## config.mk

```make
export PLATFORM = sky130hd
export DESIGN_NAME = multimode_counter_unit
export DESIGN_NICKNAME = d
export VERILOG_FILES = /design/src/rtl/mcu_pkg.sv /design/src/rtl/mcu_ctrl_reg.sv /design/src/rtl/mcu_sync_edge.sv /design/src/rtl/mcu_timebase.sv /design/src/rtl/mcu_counter.sv /design/src/rtl/multimode_counter_unit.sv
export SDC_FILE = /design/constraint.sdc
export NUM_CORES = 1
export LEC_CHECK = 0
export BUFFER_PORTS_ARGS = -buffer_cell sky130_fd_sc_hd__buf_4
export CORE_MARGIN = 8
export CORE_UTILIZATION = 59
export CTS_BUF_LIST = sky130_fd_sc_hd__clkbuf_4
export CTS_CLUSTER_SIZE = 10
export DETAILED_ROUTE_END_ITERATION = 6
export MAX_ROUTING_LAYER = met4
export PLACE_DENSITY = 0.83
export SLEW_MARGIN = 20
export SYNTH_ARGS = -nofsm -noshare
export SYNTH_HDL_FRONTEND = slang
export SYNTH_HIERARCHICAL = 1
export SYNTH_SLANG_ARGS = --single-unit
```

## constraint.sdc

```tcl
create_clock -name clk -period 2.7 [get_ports clk]
set_input_delay 0.54 -clock clk [delete_from_list [all_inputs] [get_ports clk]]
set_output_delay 0.54 -clock clk [all_outputs]
set_load 0.02 [all_outputs]
```

## src/rtl/mcu_pkg.sv

```systemverilog
package mcu_pkg;
  typedef enum logic [1:0] {
    MODE_REG    = 2'd0,
    MODE_SCALER = 2'd1,
    MODE_WIDTH  = 2'd2,
    MODE_GEN    = 2'd3
  } mcu_mode_e;

  localparam int CI_MODE0    = 0;
  localparam int CI_MODE1    = 1;
  localparam int CI_FS0      = 2;
  localparam int CI_FS1      = 3;
  localparam int CI_EXT_TB   = 4;
  localparam int CI_OSC_EN   = 5;
  localparam int CI_PG_EN    = 6;
  localparam int CI_OUT_EN   = 7;
  localparam int CI_SW_GATE  = 8;
  localparam int CI_GATE_EXT = 9;
  localparam int CI_CNT_EXT  = 10;
  localparam int CI_INH_OVF  = 11;
  localparam int CI_SW_PG    = 12;
  localparam int CI_PG_SWMD  = 13;
  localparam int CI_USER0    = 14;
  localparam int CI_USER1    = 15;
endpackage

```

## src/rtl/mcu_ctrl_reg.sv

```systemverilog
module mcu_ctrl_reg #(
  parameter int N_CTRL = 16,
  localparam int SEL_W = $clog2(N_CTRL)
) (
  input  logic              clk,
  input  logic              rst,
  input  logic              wr,
  input  logic [SEL_W:0]    wr_data,
  output logic [N_CTRL-1:0] ctrl_q
);
  logic [SEL_W-1:0] sel;
  logic             lvl;
  assign sel = wr_data[SEL_W-1:0];
  assign lvl = wr_data[SEL_W];

  for (genvar i = 0; i < N_CTRL; i++) begin : g_bit
    always_ff @(posedge clk) begin
      if (rst) begin
        ctrl_q[i] <= 1'b0;
      end else if (wr && (sel == SEL_W'(i))) begin
        ctrl_q[i] <= lvl;
      end
    end
  end
endmodule

```

## src/rtl/mcu_sync_edge.sv

```systemverilog
module mcu_sync_edge #(
  parameter int STAGES = 2
) (
  input  logic clk,
  input  logic rst,
  input  logic async_in,
  output logic level,
  output logic rise
);
  logic [STAGES:0] sr;

  always_ff @(posedge clk) begin
    if (rst) begin
      sr <= '0;
    end else begin
      sr <= {sr[STAGES-1:0], async_in};
    end
  end

  assign level = sr[STAGES-1];
  assign rise  = sr[STAGES-1] & ~sr[STAGES];
endmodule

```

## src/rtl/mcu_timebase.sv

```systemverilog
module mcu_timebase #(
  parameter int CLK_NS  = 4,
  parameter int BASE_NS = 200,
  parameter int FS_W    = 2,
  localparam int BASE_DIV = BASE_NS / CLK_NS,
  localparam int BW       = (BASE_DIV > 1) ? $clog2(BASE_DIV) : 1,
  localparam int PS_W     = (1 << FS_W) - 1
) (
  input  logic            clk,
  input  logic            rst,
  input  logic            en,
  input  logic [FS_W-1:0] fs,
  input  logic            use_ext,
  input  logic            ext_rise,
  output logic            tick
);
  logic [BW-1:0]   base_q;
  logic [PS_W-1:0] ps_q;
  logic [PS_W-1:0] mask;
  logic            base_end;
  logic            tick_int;

  assign base_end = (base_q == BW'(BASE_DIV - 1));
  assign mask     = ~({PS_W{1'b1}} << fs);
  assign tick_int = en && base_end && ((ps_q & mask) == mask);

  always_ff @(posedge clk) begin
    if (rst || !en) begin
      base_q <= '0;
      ps_q   <= '0;
    end else if (base_end) begin
      base_q <= '0;
      ps_q   <= ps_q + 1'b1;
    end else begin
      base_q <= base_q + 1'b1;
    end
  end

  always_ff @(posedge clk) begin
    if (rst) begin
      tick <= 1'b0;
    end else begin
      tick <= use_ext ? ext_rise : tick_int;
    end
  end
endmodule

```

## src/rtl/mcu_counter.sv

```systemverilog
module mcu_counter #(
  parameter int CNT_W = 24
) (
  input  logic             clk,
  input  logic             rst,
  input  logic             clr,
  input  logic             load,
  input  logic [CNT_W-1:0] preset,
  input  logic             inc,
  input  logic             inhibit,
  input  logic             reload,
  output logic [CNT_W-1:0] cnt,
  output logic             ovf,
  output logic             wrap
);
  localparam logic [CNT_W-1:0] CNT_MAX = '1;

  always_ff @(posedge clk) begin
    if (rst) begin
      cnt  <= '0;
      ovf  <= 1'b0;
      wrap <= 1'b0;
    end else begin
      wrap <= 1'b0;
      if (clr) begin
        cnt <= '0;
        ovf <= 1'b0;
      end else if (load) begin
        cnt <= preset;
      end else if (inc && !(inhibit && ovf)) begin
        if (cnt == CNT_MAX) begin
          ovf  <= 1'b1;
          wrap <= 1'b1;
          cnt  <= reload ? preset : '0;
        end else begin
          cnt <= cnt + 1'b1;
        end
      end
    end
  end
endmodule

```

## src/rtl/multimode_counter_unit.sv

```systemverilog
module multimode_counter_unit
  import mcu_pkg::*;
#(
  parameter int CNT_W       = 24,
  parameter int N_CTRL      = 16,
  parameter int CLK_NS      = 4,
  parameter int BASE_NS     = 200,
  parameter int FS_W        = 2,
  parameter int SYNC_STAGES = 2
) (
  input  logic                      clk,
  input  logic                      rst,
  input  logic                      ctl_wr,
  input  logic [$clog2(N_CTRL):0]   ctl_data,
  input  logic                      data_wr,
  input  logic [CNT_W-1:0]          data_in,
  input  logic                      load_stb,
  input  logic                      clr_stb,
  input  logic                      sw_count,
  input  logic                      ext_count,
  input  logic                      ext_gate,
  input  logic                      ext_clk,
  output logic                      pulse_out,
  output logic [7:0]                status,
  output logic [CNT_W-1:0]          count_val
);
  logic [N_CTRL-1:0] ctrl_q;
  logic [CNT_W-1:0]  preset_q;
  logic              count_rise, gate_lvl_ext, clk_rise;
  logic              unused_lvl_a, unused_lvl_c;
  logic              tb_tick;
  logic              ovf_flag, wrap_evt;
  mcu_mode_e         mode;
  logic              gate_lvl, cnt_evt, inc, inhibit, reload, pulse_nxt;

  mcu_ctrl_reg #(.N_CTRL(N_CTRL)) u_ctrl (
    .clk(clk), .rst(rst), .wr(ctl_wr), .wr_data(ctl_data), .ctrl_q(ctrl_q)
  );

  mcu_sync_edge #(.STAGES(SYNC_STAGES)) u_sync_cnt (
    .clk(clk), .rst(rst), .async_in(ext_count), .level(unused_lvl_a), .rise(count_rise)
  );
  mcu_sync_edge #(.STAGES(SYNC_STAGES)) u_sync_gate (
    .clk(clk), .rst(rst), .async_in(ext_gate), .level(gate_lvl_ext), .rise()
  );
  mcu_sync_edge #(.STAGES(SYNC_STAGES)) u_sync_clk (
    .clk(clk), .rst(rst), .async_in(ext_clk), .level(unused_lvl_c), .rise(clk_rise)
  );

  mcu_timebase #(.CLK_NS(CLK_NS), .BASE_NS(BASE_NS), .FS_W(FS_W)) u_tb (
    .clk(clk), .rst(rst),
    .en(ctrl_q[CI_OSC_EN]),
    .fs(ctrl_q[CI_FS0 +: FS_W]),
    .use_ext(ctrl_q[CI_EXT_TB]),
    .ext_rise(clk_rise),
    .tick(tb_tick)
  );

  always_ff @(posedge clk) begin
    if (rst) begin
      preset_q <= '0;
    end else if (data_wr) begin
      preset_q <= data_in;
    end
  end

  assign mode     = mcu_mode_e'(ctrl_q[CI_MODE1:CI_MODE0]);
  assign gate_lvl = ctrl_q[CI_GATE_EXT] ? gate_lvl_ext : ctrl_q[CI_SW_GATE];
  assign cnt_evt  = ctrl_q[CI_CNT_EXT] ? count_rise : sw_count;

  always_comb begin
    inc = 1'b0;
    unique case (mode)
      MODE_REG:    inc = 1'b0;
      MODE_SCALER: inc = gate_lvl & cnt_evt;
      MODE_WIDTH:  inc = gate_lvl & tb_tick;
      MODE_GEN:    inc = ctrl_q[CI_OSC_EN] & ctrl_q[CI_PG_EN] & tb_tick;
      default:     inc = 1'b0;
    endcase
  end

  assign reload  = (mode == MODE_GEN);
  assign inhibit = ctrl_q[CI_INH_OVF] && (mode != MODE_GEN);

  mcu_counter #(.CNT_W(CNT_W)) u_cnt (
    .clk(clk), .rst(rst), .clr(clr_stb), .load(load_stb), .preset(preset_q),
    .inc(inc), .inhibit(inhibit), .reload(reload),
    .cnt(count_val), .ovf(ovf_flag), .wrap(wrap_evt)
  );

  assign pulse_nxt = ctrl_q[CI_OUT_EN] && (mode == MODE_GEN) &&
                     (ctrl_q[CI_PG_SWMD] ? ctrl_q[CI_SW_PG]
                                         : (ctrl_q[CI_OSC_EN] & ctrl_q[CI_PG_EN] & wrap_evt));

  always_ff @(posedge clk) begin
    if (rst) begin
      pulse_out <= 1'b0;
      status    <= '0;
    end else begin
      pulse_out <= pulse_nxt;
      status    <= {ctrl_q[CI_USER1] | ctrl_q[CI_USER0],
                    inhibit & ovf_flag,
                    ctrl_q[CI_OSC_EN],
                    mode,
                    pulse_out,
                    gate_lvl,
                    ovf_flag};
    end
  end
endmodule

```

# [Yosys cells after proc, flatten, opt, wreduce, memory -nomap -nowiden]
# Index checks and enable logic that the tools add are counted.
[op_classes] eq_ne=22 bitwise_logic=15 shifts=1 n_reduce_logical=33 muxes=10 addsub=3
[op_table] cell="two-way mux 24 bit" count=4
[op_table] cell="== test 4 bit (second input constant)" count=8
[op_table] cell="adder 24 x 1 -> 24 bit (second input constant)" count=1
[op_table] cell="== test 24 bit (second input constant)" count=1
[op_table] cell="logical AND 1 bit" count=23
[op_table] cell="== test 4 x 3 -> 1 bit (second input constant)" count=4
[op_table] cell="bitwise AND 1 bit" count=8
[op_table] cell="== test 4 x 2 -> 1 bit (second input constant)" count=2
[op_table] cell="adder 6 x 1 -> 6 bit (second input constant)" count=1
[op_table] cell="== test 6 bit (second input constant)" count=1
[op_table] cell="two-way mux 1 bit" count=5
[op_table] cell="== test 2 bit (second input constant)" count=2
[op_table] cell="== test 4 x 1 -> 1 bit (second input constant)" count=1
[op_table] cell="logical NOT 4 bit" count=1
[op_table] cell="NOT 1 bit" count=4
[op_table] cell="one-hot mux 1 bit (4 select lines)" count=1
[op_table] cell="OR reduction 2 bit" count=2
[op_table] cell="OR reduction 4 bit" count=1
[op_table] cell="adder 3 x 1 -> 3 bit (second input constant)" count=1
[op_table] cell="bitwise AND 3 bit" count=1
[op_table] cell="== test 3 bit" count=1
[op_table] cell="NOT 3 bit" count=1
[op_table] cell="AND reduction 3 bit" count=1
[op_table] cell="<< shifter 3 x 2 -> 3 bit (first input constant)" count=1
[op_table] cell="other kinds (7)" count=8
[totals] regBits=93 elab_cells=112 input_bits=39 out_inout_bits=33

# [Depth between registers and ports, before layout]
# Gate-level depths: netlist of run 1.
[depth] word_depth=8 mapped_depth=11 ltp_nobuf=9

# [Modules after synthesis]
# The synthesis of run 1 kept the hierarchy.
[modules_own_cells] mod="mcu_counter" seq_area_each_um2=520.5 n_inst=1 cells_each=231 area_each_um2=1838.0
[modules_own_cells] mod="multimode_counter_unit" seq_area_each_um2=660.6 n_inst=1 cells_each=109 area_each_um2=1182.4
[modules_own_cells] mod="mcu_ctrl_reg" seq_area_each_um2=320.3 n_inst=1 cells_each=75 area_each_um2=726.9
[modules_own_cells] mod="mcu_timebase" seq_area_each_um2=200.2 n_inst=1 cells_each=51 area_each_um2=474.2
[modules_own_cells] mod="mcu_sync_edge" seq_area_each_um2=60.1 n_inst=3 cells_each=7 area_each_um2=87.6

# [Least setup slack after synthesis of run 1]
# Ideal clock, no wire load.
[synth_path] path_type="input to register" from="in sw_count" to="reg u_cnt.cnt[22]" cell_stages=9 n_path_buf=1 t_arrival_ps=2242 required_time_ps=2626 setup_ps=74 setup_slack_ps=384 cell_sequence="mux2i_1 o31ai_1 o2bb2ai_1 a21bo_2 buf_2 nor3_4 nand2_1 or4_1 a31oi_1"
[synth_via] elab_chain_len=5
[synth_rtl] element="start: declaration" line="multimode_counter_unit.sv:19" rtl="input logic sw_count,"
[synth_rtl] element="two-way mux 1 bit" line="multimode_counter_unit.sv:69" rtl="assign cnt_evt = ctrl_q[CI_CNT_EXT] ? count_rise : sw_count;"
[synth_rtl] element="bitwise AND 1 bit" line="multimode_counter_unit.sv:75" rtl="MODE_SCALER: inc = gate_lvl & cnt_evt;"
[synth_rtl] element="one-hot mux 1 bit (4 select lines)" line="multimode_counter_unit.sv:73" rtl="unique case (mode)"
[synth_rtl] element="via inc" line="multimode_counter_unit.sv:34" rtl="logic gate_lvl, cnt_evt, inc, inhibit, reload, pulse_nxt;"
[synth_rtl] element="logical AND 1 bit" line="mcu_counter.sv:30" rtl="end else if (inc && !(inhibit && ovf)) begin"
[synth_rtl] element="nonzero test 2 bit (no line)"
[synth_rtl] element="end signal: assignment" line="mcu_counter.sv:29" rtl="cnt <= preset;"
[synth_rtl] element="end signal: assignment" line="mcu_counter.sv:34" rtl="cnt <= reload ? preset : '0;"
[synth_rtl] element="end signal: assignment" line="mcu_counter.sv:36" rtl="cnt <= cnt + 1'b1;"
[synth_rtl] element="end: declaration" line="mcu_counter.sv:12" rtl="output logic [CNT_W-1:0] cnt,"
# The timed path passes the listed nets, and every way through them passes these cells.
# A chain may end at the register's enable or synchronous reset.

# [Final worst setup path of run 1]
[layout_path] from="reg u_sync_cnt.sr[1]" to="reg u_cnt.cnt[22]"
[layout_via] elab_chain_len=6
[layout_rtl] element="start: declaration" line="mcu_sync_edge.sv:10" rtl="logic [STAGES:0] sr;"
[layout_rtl] element="start signal: assignment" line="mcu_sync_edge.sv:16" rtl="sr <= {sr[STAGES-1:0], async_in};"
[layout_rtl] element="bitwise AND 1 bit" line="mcu_sync_edge.sv:21" rtl="assign rise = sr[STAGES-1] & ~sr[STAGES];"
[layout_rtl] element="via count_rise" line="multimode_counter_unit.sv:29" rtl="logic count_rise, gate_lvl_ext, clk_rise;"
[layout_rtl] element="two-way mux 1 bit" line="multimode_counter_unit.sv:69"
[layout_rtl] element="bitwise AND 1 bit" line="multimode_counter_unit.sv:75"
[layout_rtl] element="one-hot mux 1 bit (4 select lines)" line="multimode_counter_unit.sv:73"
[layout_rtl] element="via inc" line="multimode_counter_unit.sv:34"
[layout_rtl] element="logical AND 1 bit" line="mcu_counter.sv:30"
[layout_rtl] element="nonzero test 2 bit (no line)"
# The timed path passes the listed nets, and every way through them passes these cells.

==> results of run 1 <==
==> per-layer routing <==
metal  global-route usage  routed length, um
met3               0.0432                836
met2                0.343               5240
met5                    -                  0
met4               0.0823                191
met1                0.281               4800
==> sequential cells by signal (all words and copies together) (netlist names) <==
| signal | cells |
|---|---|
| status | 8 |
| u_cnt/cnt | 24 |
| u_tb/tick | 1 |
| u_tb/ps_q | 3 |
| u_tb/base_q | 6 |
| u_sync_clk/sr | 3 |
| u_cnt/wrap | 1 |
| u_sync_cnt/sr | 3 |
| preset_q | 24 |
| pulse_out | 1 |
| u_ctrl/ctrl_q | 16 |
| u_cnt/ovf | 1 |
| u_sync_gate/sr | 2 |
==> cell type report <==
type,count,area (sq um)
Fill cell,600,2120
Clock inverter,3,46.3
Multi-Input combinational cell,363,2410
Tap cell,99,124
Inverter,5,18.8
Timing Repair Buffer,82,616
Clock buffer,12,90.1
Sequential cell,93,1860
==> worst paths after layout <==
check | from | endpoint | slack [ps] | depth (start not counted)
max | u_sync_cnt/sr[1] | u_cnt/cnt[22] | 500 | 9
min reg2reg | u_sync_cnt/sr[0] | u_sync_cnt/sr[1] | 460 | 1
min | ext_count | u_sync_cnt/sr[0] | 300 | 2
max reg2reg | u_sync_cnt/sr[1] | u_cnt/cnt[22] | 500 | 9
==> placed cells by master (no fill, tap or decap), types with 4 or more instances in the layout <==
cell / instances
sky130_fd_sc_hd__ha_1: 4
sky130_fd_sc_hd__nand3_1: 27
sky130_fd_sc_hd__nand2b_1: 25
sky130_fd_sc_hd__clkbuf_4: 12
sky130_fd_sc_hd__and3_1: 6
sky130_fd_sc_hd__nand2_1: 46
sky130_fd_sc_hd__o21ai_0: 14
sky130_fd_sc_hd__inv_1: 5
sky130_fd_sc_hd__nor2_1: 51
sky130_fd_sc_hd__nor4_1: 4
sky130_fd_sc_hd__xor2_1: 6
sky130_fd_sc_hd__nor2b_1: 14
sky130_fd_sc_hd__a41oi_1: 4
sky130_fd_sc_hd__buf_4: 82
sky130_fd_sc_hd__nand4_1: 6
sky130_fd_sc_hd__xnor2_1: 6
sky130_fd_sc_hd__a31oi_1: 10
sky130_fd_sc_hd__o311ai_0: 4
sky130_fd_sc_hd__or3_1: 4
sky130_fd_sc_hd__mux2i_1: 46
sky130_fd_sc_hd__dfxtp_1: 93
sky130_fd_sc_hd__a21oi_1: 17
sky130_fd_sc_hd__a22o_1: 6
==> report_power, final <==
group	leakage [nW]	internal, mW	total, mW	switching, mW
sequential	0.757	1.41	1.44	0.0329
combinational	1.40	0.101	0.204	0.103
clock	0.0740	0.313	0.767	0.453
==> through the flow <==
step	setup slack, ps	utilization	power, mW	instances	hold slack, ps
2_1_floorplan	384	-	1.59	484	414
3_3_place_gp	419	0.690	1.67	642	418
4_1_cts	491	0.709	2.42	657	291
6_report	504	0.709	2.41	657	304
3_5_place_dp	373	0.690	1.68	642	427
5_1_grt	327	0.709	2.50	657	289
==> impl_metrics.tcl, run 1 <==
set metrics [dict create \
    cts_root_buf "sky130_fd_sc_hd__clkbuf_4" \
    status "finished clean" \
    critical_path.endpoint_type "flop" \
    antenna_left 0 \
    postSynthAreaPerCell_sq_um 9.19 \
    postSynthCellCount 484 \
    port-buffer-count 71 \
    place_congestion 0.913 \
    detail_route.drc_violations 0 \
    start_kind "flop" \
    avgViaCountPerCell 5.88 \
    crit_fanout 4 \
    slew_violations 0 \
    clk_pin_slew_ps 130 \
    htreeDepth 3 \
    routedWlPerCell_um 16.9 \
    power.density_mw_per_mm2 467 \
    cts-hold-fix-buffers 0 \
    maximum_number_of_pins_on_one_net_before_global_route_repair 44 \
    rsz0062_at_grt "no" \
    worst_slew_margin_rel 0.586 \
    worstMarginPinSlew_ps 621 \
    synth_nets 527 \
    netlist_area_sq_mm 0.00445 \
    min_period_ps 2200 \
    fmaxAchievable_mhz 455 \
    finish.instance_area_sq_mm 0.00517 \
    placementRows 31 \
    hold_path.class "primary input to flop" \
    clock_tree_from_tritoncts "yes" \
    ctsResizeCount 0 \
    drive_gt1_frac 0.210 \
    grt_usage 0.222 \
    setup.worst_path.class "flop to flop" \
    post-dp-hpwl_um 7920 \
    ios 72 \
    required_ps 3070 \
    synth.yosys.warnings 6 \
    clk_latency_ps 440 \
    peakVddDrop_v 0.000248 \
    finClkSkew_ps 16.8 \
    flow.area_growth_from_synthesis_pct 16.1 \
    final_hold_viol_count 0 \
    via_count 3862 \
    setup-tns-final_ps 0 \
    drtIter0Drc 248 \
    numClockSinks 93 \
    cp_data_arrival_time_ps 2570 \
    insertedDiodeCount 0 \
    start_util 0.610 \
    grt-ovfl-total 0 \
    fp.coreArea_sq_mm 0.00729 \
    cp_slowest_stage_delay_ps 480 \
    timing.final.setup_violations 0 \
    grt_antenna_before_repair 0 \
    grt_pass1_wl_um 17900 \
    grt_pass1_vias 3673 \
    chipWidth_um 103 \
    critPathBufInv 0 \
    placement.cell_area_sq_mm 0.00503 \
    die_h_um 103 \
    critical-path-slowest-cell "sky130_fd_sc_hd__or4_1" \
    ctsLongestPathBuffers 2 \
    worst_path_dominant_cell_family "simple AND/OR/NAND/NOR gates" \
    fp.dieArea_sq_mm 0.0106 \
    post-cts-setup-buffer-count 0 \
    tritoncts.num_buffers 9 \
    drt_first_pass_iters 5 \
    final_net_count 597 \
    worstPathCellList "nor2b_2 -> mux2i_1 -> o31ai_1 -> o2bb2ai_1 -> a21bo_2 -> nor3_4 -> nand2_1 -> or4_1 -> a31oi_1" \
    period_share 0.813 \
    leakagePower_nw 2.23 \
    postRouteWirelength_um 11100 \
    maxCapViolCount 0 \
]
Power figures use the tool's default switching activity.
==> run 2, diff against run 1 <==
clock period = 2.1 ns   (was 2.7 ns; I/O delays follow)
==> run 2 against run 1 <==
Compared with the run above: the run now ends with setup timing left; die area unchanged; first-iteration DRC count is 26% lower; sequential power up 28%; clock-buffer cell count down 3; via count increased by 5.9%; non-clock buffer count grew 24; largest cell class unchanged; highest routed layer unchanged.
==> impl_metrics.tcl, run 2 (same netlist as run 1, synthesis figures left out) <==
set metrics [dict create \
    clk_latency_ps 440 \
    drt_first_pass_iters 5 \
    timing.final.setup_violations 2 \
    final.setup.worst_slack_ps -9.72 \
    crit_fanout 4 \
    hold_path.class "primary input to flop" \
    cp_slowest_stage_delay_ps 480 \
    htreeDepth 3 \
    final_cells 681 \
    power.total_mw 3.09 \
    finClkSkew_ps 9.61 \
    rsz0062_at_grt "yes" \
    tritoncts.num_buffers 9 \
    slew_violations 0 \
    clock_tree_from_tritoncts "yes" \
    most_frequent_cells_in_the_layout "sky130_fd_sc_hd__buf_4 (103), sky130_fd_sc_hd__dfxtp_1 (92), sky130_fd_sc_hd__nor2_1 (48)" \
    cp_data_arrival_time_ps 2480 \
    numClockSinks 93 \
    placement.cell_area_sq_mm 0.00522 \
    cts_root_buf "sky130_fd_sc_hd__clkbuf_4" \
    setup-tns-final_ps -9.86 \
    violations "setup timing" \
    min_path_cells 2 \
    critPathLaunch "u_ctrl/ctrl_q[9]" \
    required_ps 2470 \
    fp.dieArea_sq_mm 0.0106 \
    period_share 1.00 \
    chipWidth_um 103 \
    ctsLongestPathBuffers 2 \
    fp.coreArea_sq_mm 0.00729 \
    postRouteWirelength_um 11900 \
    worstMarginPinSlew_ps 610 \
    insertedDiodeCount 0 \
    grt_pass1_vias 4026 \
    grt_antenna_before_repair 0 \
    port-buffer-count 71 \
    drive_gt1_frac 0.253 \
    maxCapViolCount 0 \
    critical-path-slowest-cell "sky130_fd_sc_hd__or4_1" \
    cts-hold-fix-buffers 0 \
    peakVddDrop_v 0.000398 \
    die_h_um 103 \
    critical_path.endpoint_type "flop" \
    avgViaCountPerCell 6.00 \
    antenna_left 0 \
    detailedPlace.worstSlack_ps -67.4 \
    grt_usage 0.235 \
    grt-ovfl-total 0 \
    finish.instance_area_sq_mm 0.00540 \
    clk_pin_slew_ps 140 \
    layout.cells.most_common "sky130_fd_sc_hd__buf_4" \
    status "finished, violations left" \
    flow.area_growth_from_synthesis_pct 21.3 \
    routedWlPerCell_um 17.4 \
    start_kind "flop" \
    start_util 0.610 \
    drtIter0Drc 184 \
    placementRows 31 \
    min_period_ps 2110 \
    largest_registers "preset_q (24), u_cnt/cnt (24), u_ctrl/ctrl_q (16)" \
    fillers 561 \
    grt_pass1_wl_um 19100 \
    dpl.cell_count 665 \
    fin_worst_hold_slack_ps 191 \
    ios 72 \
    worst_slew_margin_rel 0.593 \
    via_count 4088 \
    leakagePower_nw 2.35 \
    regToRegStartpoint "u_ctrl/ctrl_q[9]" \
    final_hold_viol_count 0 \
    utilization 0.740 \
    place_congestion 0.886 \
    setup.worst_path.class "flop to flop" \
    worstPathCellList "mux2i_1 -> o31ai_1 -> o2bb2ai_1 -> a21bo_2 -> nor3_4 -> nand2_2 -> or4_1 -> a31oi_1" \
    post-dp-hpwl_um 8570 \
    worst_hold_startpoint "ext_count" \
    worstRegToRegCells 8 \
    maximum_number_of_pins_on_one_net_before_global_route_repair 32 \
    fmaxAchievable_mhz 474 \
    power.density_mw_per_mm2 573 \
    final_net_count 621 \
    detail_route.drc_violations 0 \
]
[run 2: layout make-up]
cell class / count / area [sq um] / area share
clock inverters: 6 / 62.6 / 0.0116
multi-input cells: 363 / 2440 / 0.453
clock buffers: 9 / 67.6 / 0.0125
inverters: 5 / 18.8 / 0.00348
repair buffers: 106 / 816 / 0.151
well taps: 99 / 124 / 0.0230
flip-flops and latches: 93 / 1860 / 0.345
[run 2: path summary, 6_finish.rpt]
| check | slack (ps) | to |
|---|---|---|
| max | -10 | u_cnt/cnt[22] |
| min | 190 | u_sync_cnt/sr[0] |
| max reg2reg | -10 | u_cnt/cnt[22] |
| min reg2reg | 450 | u_sync_cnt/sr[1] |
[run 2: metal layers]
layer | global-route usage | part of all wire | up-vias
li1 | - | - | 1923
met1 | 0.284 | 0.42 | 1972
met2 | 0.378 | 0.48 | 167
met3 | 0.0452 | 0.071 | 26
met4 | 0.0957 | 0.021 | 0
met5 | - | 0 | -
[run 2: power breakdown]
part,switching (mW),internal [mW],total [mW]
Combinational,0.146,0.140,0.287
Sequential,0.0369,1.81,1.85
Clock,0.598,0.358,0.956
Total,0.781,2.31,3.09
[run 2: repair_timing]
action                                  CTS  global route
pin swaps                                 3             5
hold endpoints to repair                  0             0
cloned                                    0             0
endpoints found under the setup margin    3            24
buffers inserted                          0             1
gates resized for setup                   3            11
[run 2: critical path, delay by kind of cell, from the launching register on]
kind               cells  cell delay (ps)
AOI/OAI and AO/OA      4              800
and+or+nand+nor        3              750
DFF                    1              350
muxes                  1              140
